### src/rtl/gdrv_pkg.sv
package gdrv_pkg;
  typedef enum logic [2:0] {
    GM_OFF       = 3'b000,
    GM_PK_SRC    = 3'b001,
    GM_PK_SNK    = 3'b010,
    GM_HOLD_UP   = 3'b011,
    GM_HOLD_DN   = 3'b100,
    GM_STRONG_PD = 3'b101
  } gmode_e;
endpackage

### src/rtl/gdrv_win_timer.sv
module gdrv_win_timer #(
  parameter int BASE  = 4,
  parameter int SEL_W = 4
) (
  input  logic             clk_i,
  input  logic             rst_ni,
  input  logic             start_i,
  input  logic [SEL_W-1:0] sel_i,
  output logic             busy_o
);
  localparam int WMAX = (2 ** SEL_W) * BASE;
  localparam int CW   = (WMAX > 2) ? $clog2(WMAX) : 1;

  logic [CW-1:0] rem_q, rem_d;

  // edge cycle counts as the first peak cycle
  always_comb begin
    rem_d = rem_q;
    if (start_i)          rem_d = CW'((int'(sel_i) + 1) * BASE - 1);
    else if (rem_q != '0) rem_d = rem_q - 1'b1;
  end

  always_ff @(posedge clk_i or negedge rst_ni) begin
    if (!rst_ni) rem_q <= '0;
    else         rem_q <= rem_d;
  end

  assign busy_o = (rem_q != '0);

  p_countdown_r4: assert property (@(posedge clk_i) disable iff (!rst_ni)
    (!start_i && rem_q != '0) |=> (rem_q == $past(rem_q) - 1'b1));
endmodule

### src/rtl/gdrv_gate_ctrl.sv
module gdrv_gate_ctrl
  import gdrv_pkg::*;
#(
  parameter int          BASE     = 4,
  parameter int          SEL_W    = 4,
  parameter int          IW       = 4,
  parameter logic [IW-1:0] HOLD_CUR = IW'(2)
) (
  input  logic             clk_i,
  input  logic             rst_ni,
  input  logic             cmd_i,
  input  logic [SEL_W-1:0] sel_i,
  input  logic [IW-1:0]    src_i,
  input  logic [IW-1:0]    snk_i,
  output gmode_e           mode_o,
  output logic [IW-1:0]    cur_o,
  output logic             peak_o
);
  logic cmd_q, edge_w, busy_w;

  always_ff @(posedge clk_i or negedge rst_ni) begin
    if (!rst_ni) cmd_q <= 1'b0;
    else         cmd_q <= cmd_i;
  end

  assign edge_w = cmd_i ^ cmd_q;

  gdrv_win_timer #(.BASE(BASE), .SEL_W(SEL_W)) u_timer (
    .clk_i  (clk_i),
    .rst_ni (rst_ni),
    .start_i(edge_w),
    .sel_i  (sel_i),
    .busy_o (busy_w)
  );

  assign peak_o = edge_w | busy_w;

  always_comb begin
    if (peak_o) begin
      mode_o = cmd_i ? GM_PK_SRC : GM_PK_SNK;
      cur_o  = cmd_i ? src_i : snk_i;
    end else begin
      mode_o = cmd_i ? GM_HOLD_UP : GM_HOLD_DN;
      cur_o  = HOLD_CUR;
    end
  end

  p_end_hold_r3: assert property (@(posedge clk_i) disable iff (!rst_ni)
    $fell(peak_o) |-> (mode_o == GM_HOLD_UP || mode_o == GM_HOLD_DN));
  p_hold_tracks_r2: assert property (@(posedge clk_i) disable iff (!rst_ni)
    !peak_o |-> ((mode_o == GM_HOLD_UP) == cmd_i));
endmodule

### src/rtl/gdrv_phase.sv
module gdrv_phase
  import gdrv_pkg::*;
#(
  parameter int            BASE     = 4,
  parameter int            SEL_W    = 4,
  parameter int            IW       = 4,
  parameter logic [IW-1:0] HOLD_CUR = IW'(2)
) (
  input  logic             clk_i,
  input  logic             rst_ni,
  input  logic             hi_i,
  input  logic             lo_i,
  input  logic [SEL_W-1:0] sel_i,
  input  logic [IW-1:0]    src_i,
  input  logic [IW-1:0]    snk_i,
  output gmode_e           hi_mode_o,
  output logic [IW-1:0]    hi_cur_o,
  output logic             hi_peak_o,
  output gmode_e           lo_mode_o,
  output logic [IW-1:0]    lo_cur_o,
  output logic             lo_peak_o
);
  logic   hi_cmd, lo_cmd;
  gmode_e lo_raw_mode;
  logic [IW-1:0] lo_raw_cur;

  // both asserted resolves to both off
  assign hi_cmd = hi_i & ~lo_i;
  assign lo_cmd = lo_i & ~hi_i;

  gdrv_gate_ctrl #(.BASE(BASE), .SEL_W(SEL_W), .IW(IW), .HOLD_CUR(HOLD_CUR)) u_hi (
    .clk_i(clk_i), .rst_ni(rst_ni), .cmd_i(hi_cmd), .sel_i(sel_i),
    .src_i(src_i), .snk_i(snk_i),
    .mode_o(hi_mode_o), .cur_o(hi_cur_o), .peak_o(hi_peak_o)
  );

  gdrv_gate_ctrl #(.BASE(BASE), .SEL_W(SEL_W), .IW(IW), .HOLD_CUR(HOLD_CUR)) u_lo (
    .clk_i(clk_i), .rst_ni(rst_ni), .cmd_i(lo_cmd), .sel_i(sel_i),
    .src_i(src_i), .snk_i(snk_i),
    .mode_o(lo_raw_mode), .cur_o(lo_raw_cur), .peak_o(lo_peak_o)
  );

  always_comb begin
    if (hi_mode_o == GM_PK_SRC) begin
      lo_mode_o = GM_STRONG_PD;
      lo_cur_o  = '1;
    end else begin
      lo_mode_o = lo_raw_mode;
      lo_cur_o  = lo_raw_cur;
    end
  end

  p_strong_pd_r6: assert property (@(posedge clk_i) disable iff (!rst_ni)
    (hi_mode_o == GM_PK_SRC) |-> (lo_mode_o == GM_STRONG_PD));
  p_no_shoot_r7: assert property (@(posedge clk_i) disable iff (!rst_ni)
    !((hi_mode_o == GM_PK_SRC || hi_mode_o == GM_HOLD_UP) &&
      (lo_mode_o == GM_PK_SRC || lo_mode_o == GM_HOLD_UP)));
endmodule

### src/rtl/gdrv_seq.sv
module gdrv_seq
  import gdrv_pkg::*;
#(
  parameter int            NPH      = 3,
  parameter int            BASE     = 4,
  parameter int            SEL_W    = 4,
  parameter int            IW       = 4,
  parameter logic [IW-1:0] HOLD_CUR = IW'(2)
) (
  input  logic                  clk_i,
  input  logic                  rst_ni,
  input  logic [NPH-1:0]        pwm_hi_i,
  input  logic [NPH-1:0]        pwm_lo_i,
  input  logic [IW-1:0]         src_cur_i,
  input  logic [IW-1:0]         snk_cur_i,
  input  logic [SEL_W-1:0]      win_sel_i,
  output logic [2*NPH*3-1:0]    mode_o,
  output logic [2*NPH*IW-1:0]   cur_o,
  output logic [2*NPH-1:0]      peak_o
);
  localparam int NG = 2 * NPH;

  gmode_e gate_mode [NG];

  for (genvar p = 0; p < NPH; p++) begin : g_ph
    gdrv_phase #(.BASE(BASE), .SEL_W(SEL_W), .IW(IW), .HOLD_CUR(HOLD_CUR)) u_ph (
      .clk_i    (clk_i),
      .rst_ni   (rst_ni),
      .hi_i     (pwm_hi_i[p]),
      .lo_i     (pwm_lo_i[p]),
      .sel_i    (win_sel_i),
      .src_i    (src_cur_i),
      .snk_i    (snk_cur_i),
      .hi_mode_o(gate_mode[2*p]),
      .hi_cur_o (cur_o[IW*(2*p) +: IW]),
      .hi_peak_o(peak_o[2*p]),
      .lo_mode_o(gate_mode[2*p+1]),
      .lo_cur_o (cur_o[IW*(2*p+1) +: IW]),
      .lo_peak_o(peak_o[2*p+1])
    );
  end

  for (genvar g = 0; g < NG; g++) begin : g_out
    assign mode_o[3*g +: 3] = gate_mode[g];
  end
endmodule

### config.mk
export PLATFORM = sky130hd
export DESIGN_NAME = gdrv_seq
export DESIGN_NICKNAME = d
export VERILOG_FILES = /design/src/rtl/gdrv_pkg.sv /design/src/rtl/gdrv_win_timer.sv /design/src/rtl/gdrv_gate_ctrl.sv /design/src/rtl/gdrv_phase.sv /design/src/rtl/gdrv_seq.sv
export SDC_FILE = /design/constraint.sdc
export NUM_CORES = 1
export LEC_CHECK = 0
export ABC_AREA = 1
export ABC_CLOCK_PERIOD_IN_PS = 2200
export BUFFER_PORTS_ARGS = -buffer_cell sky130_fd_sc_hd__buf_4
export CORE_AREA = 2 2 92 94
export CTS_CLUSTER_SIZE = 16
export DETAILED_ROUTE_END_ITERATION = 10
export DIE_AREA = 0 0 94 96
export SYNTH_ARGS = -nofsm -noshare
export SYNTH_HDL_FRONTEND = slang
export SYNTH_SLANG_ARGS = --single-unit
### constraint.sdc
create_clock -name clk_i -period 2.2 [get_ports clk_i]
set_clock_uncertainty 0.15 [all_clocks]
set_input_delay 0.11 -clock clk_i [delete_from_list [all_inputs] [get_ports clk_i]]
set_output_delay 0.11 -clock clk_i [all_outputs]
set_load 0.01 [all_outputs]
### Word level (Yosys, flattened, before mapping)

Cells that the tools add are included.

| storage, ports and cells | value |
|---|---|
| register bits after elaboration | 42 |
| bits in latches | 0 |
| bits in writable memories | 0 |
| memory bits (read-only) | 0 |
| bits of input ports | 20 |
| output and inout port bits | 48 |
| logic and storage cells | 107 |
| memories kept | 0 |

| operators by class | value |
|---|---|
| add/sub/neg operators | 8 |
| multiply operators | 0 |
| div/mod/pow operators | 0 |
| order comparisons | 0 |
| equal/unequal tests | 3 |
| shifts and indexed selects | 0 |
| mux-type cells | 48 |
| bitwise logic cells | 24 |
| reduce and logical (&&, ||, !) cells | 12 |

Operators with widths:

| operator | number |
|---|---|
| two-way mux 6 bit | 12 |
| two-way mux 4 bit | 15 |
| two-way mux 3 bit | 15 |
| nonzero test 6 bit | 6 |
| subtractor 6 x 1 -> 6 bit, second input constant | 6 |
| two-way mux 2 bit | 6 |
| nonzero test 2 bit | 6 |
| == test 3 x 1 -> 1 bit, second input constant | 3 |
| AND 1 bit | 6 |
| NOT 1 bit | 6 |
| OR 1 bit | 6 |
| subtractor 6 x 2 -> 6 bit, second input constant | 1 |
| XOR 1 bit | 6 |
| adder 4 x 1 -> 4 bit, second input constant | 1 |

### Depth between registers and ports, before layout

| logic depth | value |
|---|---|
| depth in word-level cells | 7 |
| depth in mapped cells | 9 |
| depth with buffers taken out | 9 |

### Modules after synthesis

Synthesis repeated with hierarchy kept, for this count alone.

| unflattened totals | value |
|---|---|
| cell total of the unflattened synthesis | 591 |
| area total of the unflattened synthesis | 4113.9 um^2 |

Modules (own cells, without submodules):

| module | instances | cells an instance | area each (um^2) |
|---|---|---|---|
| gdrv_win_timer | 6 | 57 | 451.7 |
| gdrv_gate_ctrl | 6 | 31 | 186.4 |
| gdrv_phase | 3 | 21 | 95.1 |

### Worst setup path before layout

No wires, ideal clock.

| path | value |
|---|---|
| kind | register to output |
| start point | register g_ph[0].u_ph.u_lo.u_timer.rem_q[0] |
| end point | output peak_o[1] |
| arrival | 1.368 ns |
| required time | 1.940 ns |
| setup slack | 0.572 ns |
| stages on the path, launching flop included | 9 |
| path buffers | 1 |
| cells stage by stage | dfrtp_1 -> inv_1 -> ha_1 -> inv_1 -> nor2_1 -> nand3_1 -> inv_1 -> nand2_1 -> buf_4 |

| between the ends | value |
|---|---|
| longest elaborated chain between the ends | 2 |

Ends and longest elaborated chain:

| element | line | RTL |
|---|---|---|
| start, declared | gdrv_win_timer.sv:14 | `logic [CW-1:0] rem_q, rem_d;` |
| start signal, assigned | gdrv_win_timer.sv:25 | `else rem_q <= rem_d;` |
| nonzero test 6 bit | gdrv_win_timer.sv:28 | `assign busy_o = (rem_q != '0);` |
| OR 1 bit | gdrv_gate_ctrl.sv:36 | `assign peak_o = edge_w \| busy_w;` |
| end, declared | gdrv_seq.sv:19 | `output logic [2*NPH-1:0] peak_o` |

Every way passes these cells.

### Worst setup path in the final report

| path | value |
|---|---|
| start point | register g_ph[0].u_ph.u_hi.u_timer.rem_q[0] |
| end point | output cur_o[2] |

| between the ends | value |
|---|---|
| longest elaborated chain between the ends | 3 |

Ends and longest elaborated chain:

| element | line | RTL |
|---|---|---|
| start, declared | gdrv_win_timer.sv:14 |  |
| start signal, assigned | gdrv_win_timer.sv:25 |  |
| nonzero test 6 bit | gdrv_win_timer.sv:28 |  |
| OR 1 bit | gdrv_gate_ctrl.sv:36 |  |
| two-way mux 4 bit | gdrv_gate_ctrl.sv:39 | `if (peak_o) begin` |
| end, declared | gdrv_seq.sv:18 | `output logic [2*NPH*IW-1:0] cur_o,` |

Every way passes these cells.

==> summary.md <==
| Metric | Value |
|---|---|
| Worst Path Required | `1.94 ns` |
| Syn. warnings | `0` |
| Clock slew at the register clock pins of the worst setup and hold paths | `0.09 ns` |
| Slew headroom | `0.610` |
| Worst Setup Start Kind | `register` |
| CP max FO | `7` |
| Power density over the cells | `slightly below 800 nW/um^2` |
| FP Rows | `33` |
| Worst path max stage delay | `0.38 ns` |
| Synthesized Nets | `around 520` |
| Grt ovf | `0` |
| Adder-cell share of the synthesized area | `0.0278` |
| Crit-path cells | `inv_2 > ha_1 > nand4_1 > nor2_1 > nor2_1 > buf_4` |
| Kind of critical path | `register to output pin` |
| DP Worst Slack | `~0.24 ns` |
| Layout cells sized above 1 | `0.212` |
| Critical path endpoint category | `output pin` |
| Slew Viols, Final | `0` |
| WL/cell | `about 14 um` |
| First-pass GRT wire length | `approximately 15 mm` |
| Post-route ant nets | `0` |
| Mapped Avg Cell Area | `between 6 and 7 sq um` |
| GRT Util Overall | `0.210` |
| Vias in the first global route | `around 3100` |
| Yosys reg bits | `between 40 and 50` |
| Crit-path slowest cell | `dfrtp_1` |
| Hold Vio Cnt, Final | `0` |
| Area grow syn2layout | `26.3%` |
| Num CTS Buffers | `5` |
| Antenna violations before repair | `0` |
| Crit path time final | `2.08 ns` |
| Cell Area, Synth | `3150 sq um` |
| Final net count | `597` |
| H-tree depth | `2` |
| Worst skew pair latency | `roughly 0.30 ns` |
| Most common cell after layout, fill and taps aside | `nand2_1` |
| Clock Root Buffer | `clkbuf_8` |
| Commonest cells after routing, fill and taps aside | `nand2_1 (170), buf_4 (72), nor2_1 (62), inv_1 (54), dfrtp_1 (42)` |
| Worst setup margin | `around 0.12 ns` |
| Placed insts | `about 660` |
| Die W | `94 um` |
| Outcome | `finished clean` |
| Antenna cells | `0` |
| Gpl congestion | `0.984` |
| DR top layer | `met4` |
| Clock Tree Buf Depth | `2` |
| Routed met2 length | `roughly 4.3 mm` |
| Die height | `about 96 um` |
| TritonCTS clock tree | `built` |
| Mux contribution to synthesized area | `0` |
| Main combinational cell family by area after synthesis | `simple AND/OR/NAND/NOR gates` |
| Largest net degree at the start of global routing | `43` |
| HP Class | `input port to register` |
| Vias per cell | `around 4.9` |
| DRC errors left | `0` |
| Cells after Synth | `approximately 500` |
| Final std cells w/o fill | `around 680` |
| Starting density of the core | `0.391` |
| IO Count | `68` |
| Count of final setup violators | `0` |
| Detail Placement HPWL | `approximately 6.7 mm` |
| LEAKAGE | `roughly 2.2 nW` |
| WL final | `approximately 9.1 mm` |
| Worst path most repeated cell | `nor2_1` |
| Arr. time, crit path | `between 1.5 and 2 ns` |
| Clk sinks | `42` |
| Compound-gate portion of the synthesized area | `0.0871` |
| Core area | `just over 8000 sq um` |
| Seq/Total Area, Yosys | `0.334` |
| Setup TNS | `0 ns` |
| Met3 WL | `~440 um` |
| Via count | `between 3000 and 4000` |
| F_max | `481 MHz` |
| VDD IR max | `roughly 500 uV` |
| Final worst-path cycle share | `0.945` |
| DRT Pass-1 Iters | `4` |
| XOR/XNOR Fraction of Synth Area | `0.0334` |
| Synth cell types | `23` |
| Worst slew pin tran | `0.585 ns` |
| Max Cap Viol | `0` |
| Simple-gate area share of the yosys netlist | `0.412` |
| M1 WL | `approximately 4.3 mm` |
| DIE AREA | `9020 sq um` |
| Port Buf Inserts | `67` |
| Drt initial violations | `around 150` |
state kept, by name, indices dropped and copies added (netlist names):
signal,cells
g_ph.u_ph.u_lo.cmd_q,3
g_ph.u_ph.u_hi.u_timer.rem_q,18
g_ph.u_ph.u_hi.cmd_q,3
g_ph.u_ph.u_lo.u_timer.rem_q,18
power breakdown:
group	switching [mW]	internal [mW]
clock	0.295	0.253
combinational	0.790	0.536
sequential	0.181	1.01
routing by layer:
metal  track usage  up-vias
li1              -     1689
met1         0.276     1524
met2         0.348       94
met3        0.0368       14
met4        0.0773        0
met5             0        -
cell type report:
class,count,area [sq um]
clock buffer,6,82.6
fill,852,4080
inverter,64,240
clock inverter,2,12.5
tap,105,131
multi-input combinational,376,1820
timing repair buffer,81,631
sequential,42,1050
logic make-up (layout without fill, tap and decap cells):
kind of cell,after synthesis,after routing
XOR/XNOR,12,12
AND/OR/NAND/NOR,305,305
AO/OA/AOI/OAI,52,52
flip-flops,42,42
buffers and inverters,77,153
adder cells (fa/ha/maj),7,7
final timing paths:
check	startpoint	to	slack (ns)	depth (start not counted)
setup / recovery	g_ph[0].u_ph.u_hi.u_timer.rem_q[0]	cur_o[2]	0.12	6
hold / removal	pwm_lo_i[1]	g_ph[1].u_ph.u_lo.cmd_q	0.08	3
setup reg to reg	g_ph[0].u_ph.u_lo.u_timer.rem_q[0]	g_ph[0].u_ph.u_lo.u_timer.rem_q[3]	0.59	9
hold reg to reg	g_ph[2].u_ph.u_hi.u_timer.rem_q[0]	g_ph[2].u_ph.u_hi.u_timer.rem_q[0]	0.38	2
max in group asynchronous	rst_ni	g_ph[0].u_ph.u_hi.u_timer.rem_q[0]	1.30	2
min in group asynchronous	rst_ni	g_ph[0].u_ph.u_hi.cmd_q	0.19	2
critical path: cells and delay by family (launching register included):
kind                     cells  cell delay, ns
AND/OR/NAND/NOR              3            0.67
buffers and inverters        2            0.27
flip-flops                   1            0.38
adder cells (fa/ha/maj)      1            0.21
cells in the mapped netlist:
cell type | count | area share
nand2_1 | 174 | 0.21
nor2_1 | 67 | 0.080
inv_1 | 60 | 0.072
dfrtp_1 | 42 | 0.33
o21ai_0 | 35 | 0.056
nand3_1 | 31 | 0.049
buf_4 | 10 | 0.024
nand2_2 | 10 | 0.020
nand4_1 | 10 | 0.020
xor2_1 | 8 | 0.022
a21oi_1 | 7 | 0.011
ha_1 | 7 | 0.028
nand3b_1 | 5 | 0.012
o211ai_1 | 5 | 0.012
inv_2 | 4 | 0.0048
o21ai_1 | 4 | 0.0064
xnor2_1 | 4 | 0.011
nand2_4 | 3 | 0.011
nor2_2 | 3 | 0.0060
buf_2 | 2 | 0.0032
nor2_4 | 2 | 0.0072
clkbuf_2 | 1 | 0.0016
o22ai_1 | 1 | 0.0020
repair_timing:
item,4_1_cts,5_1_grt
setup endpoints to repair,8,25
endpoints found under the hold margin,54,0
buffers inserted,0,4
gates resized for setup,5,18
cloned,0,0
hold buffers,9,0
pin swaps,0,4
per-stage QoR:
stage / util / total power, mW / area [sq um] / hold WS [ns]
6_report: 0.493 / 3.06 / 3970 / 0.0816
5_1_grt: 0.493 / 3.33 / 3970 / 0.0909
4_1_cts: 0.484 / 3.03 / 3900 / 0.0734
3_5_place_dp: 0.459 / 2.45 / 3700 / 0.000839
3_3_place_gp: 0.459 / 2.42 / 3700 / 0.00375
2_1_floorplan: - / 2.07 / 3150 / -0.336
No activity file was read; power rests on OpenSTA's default activity.
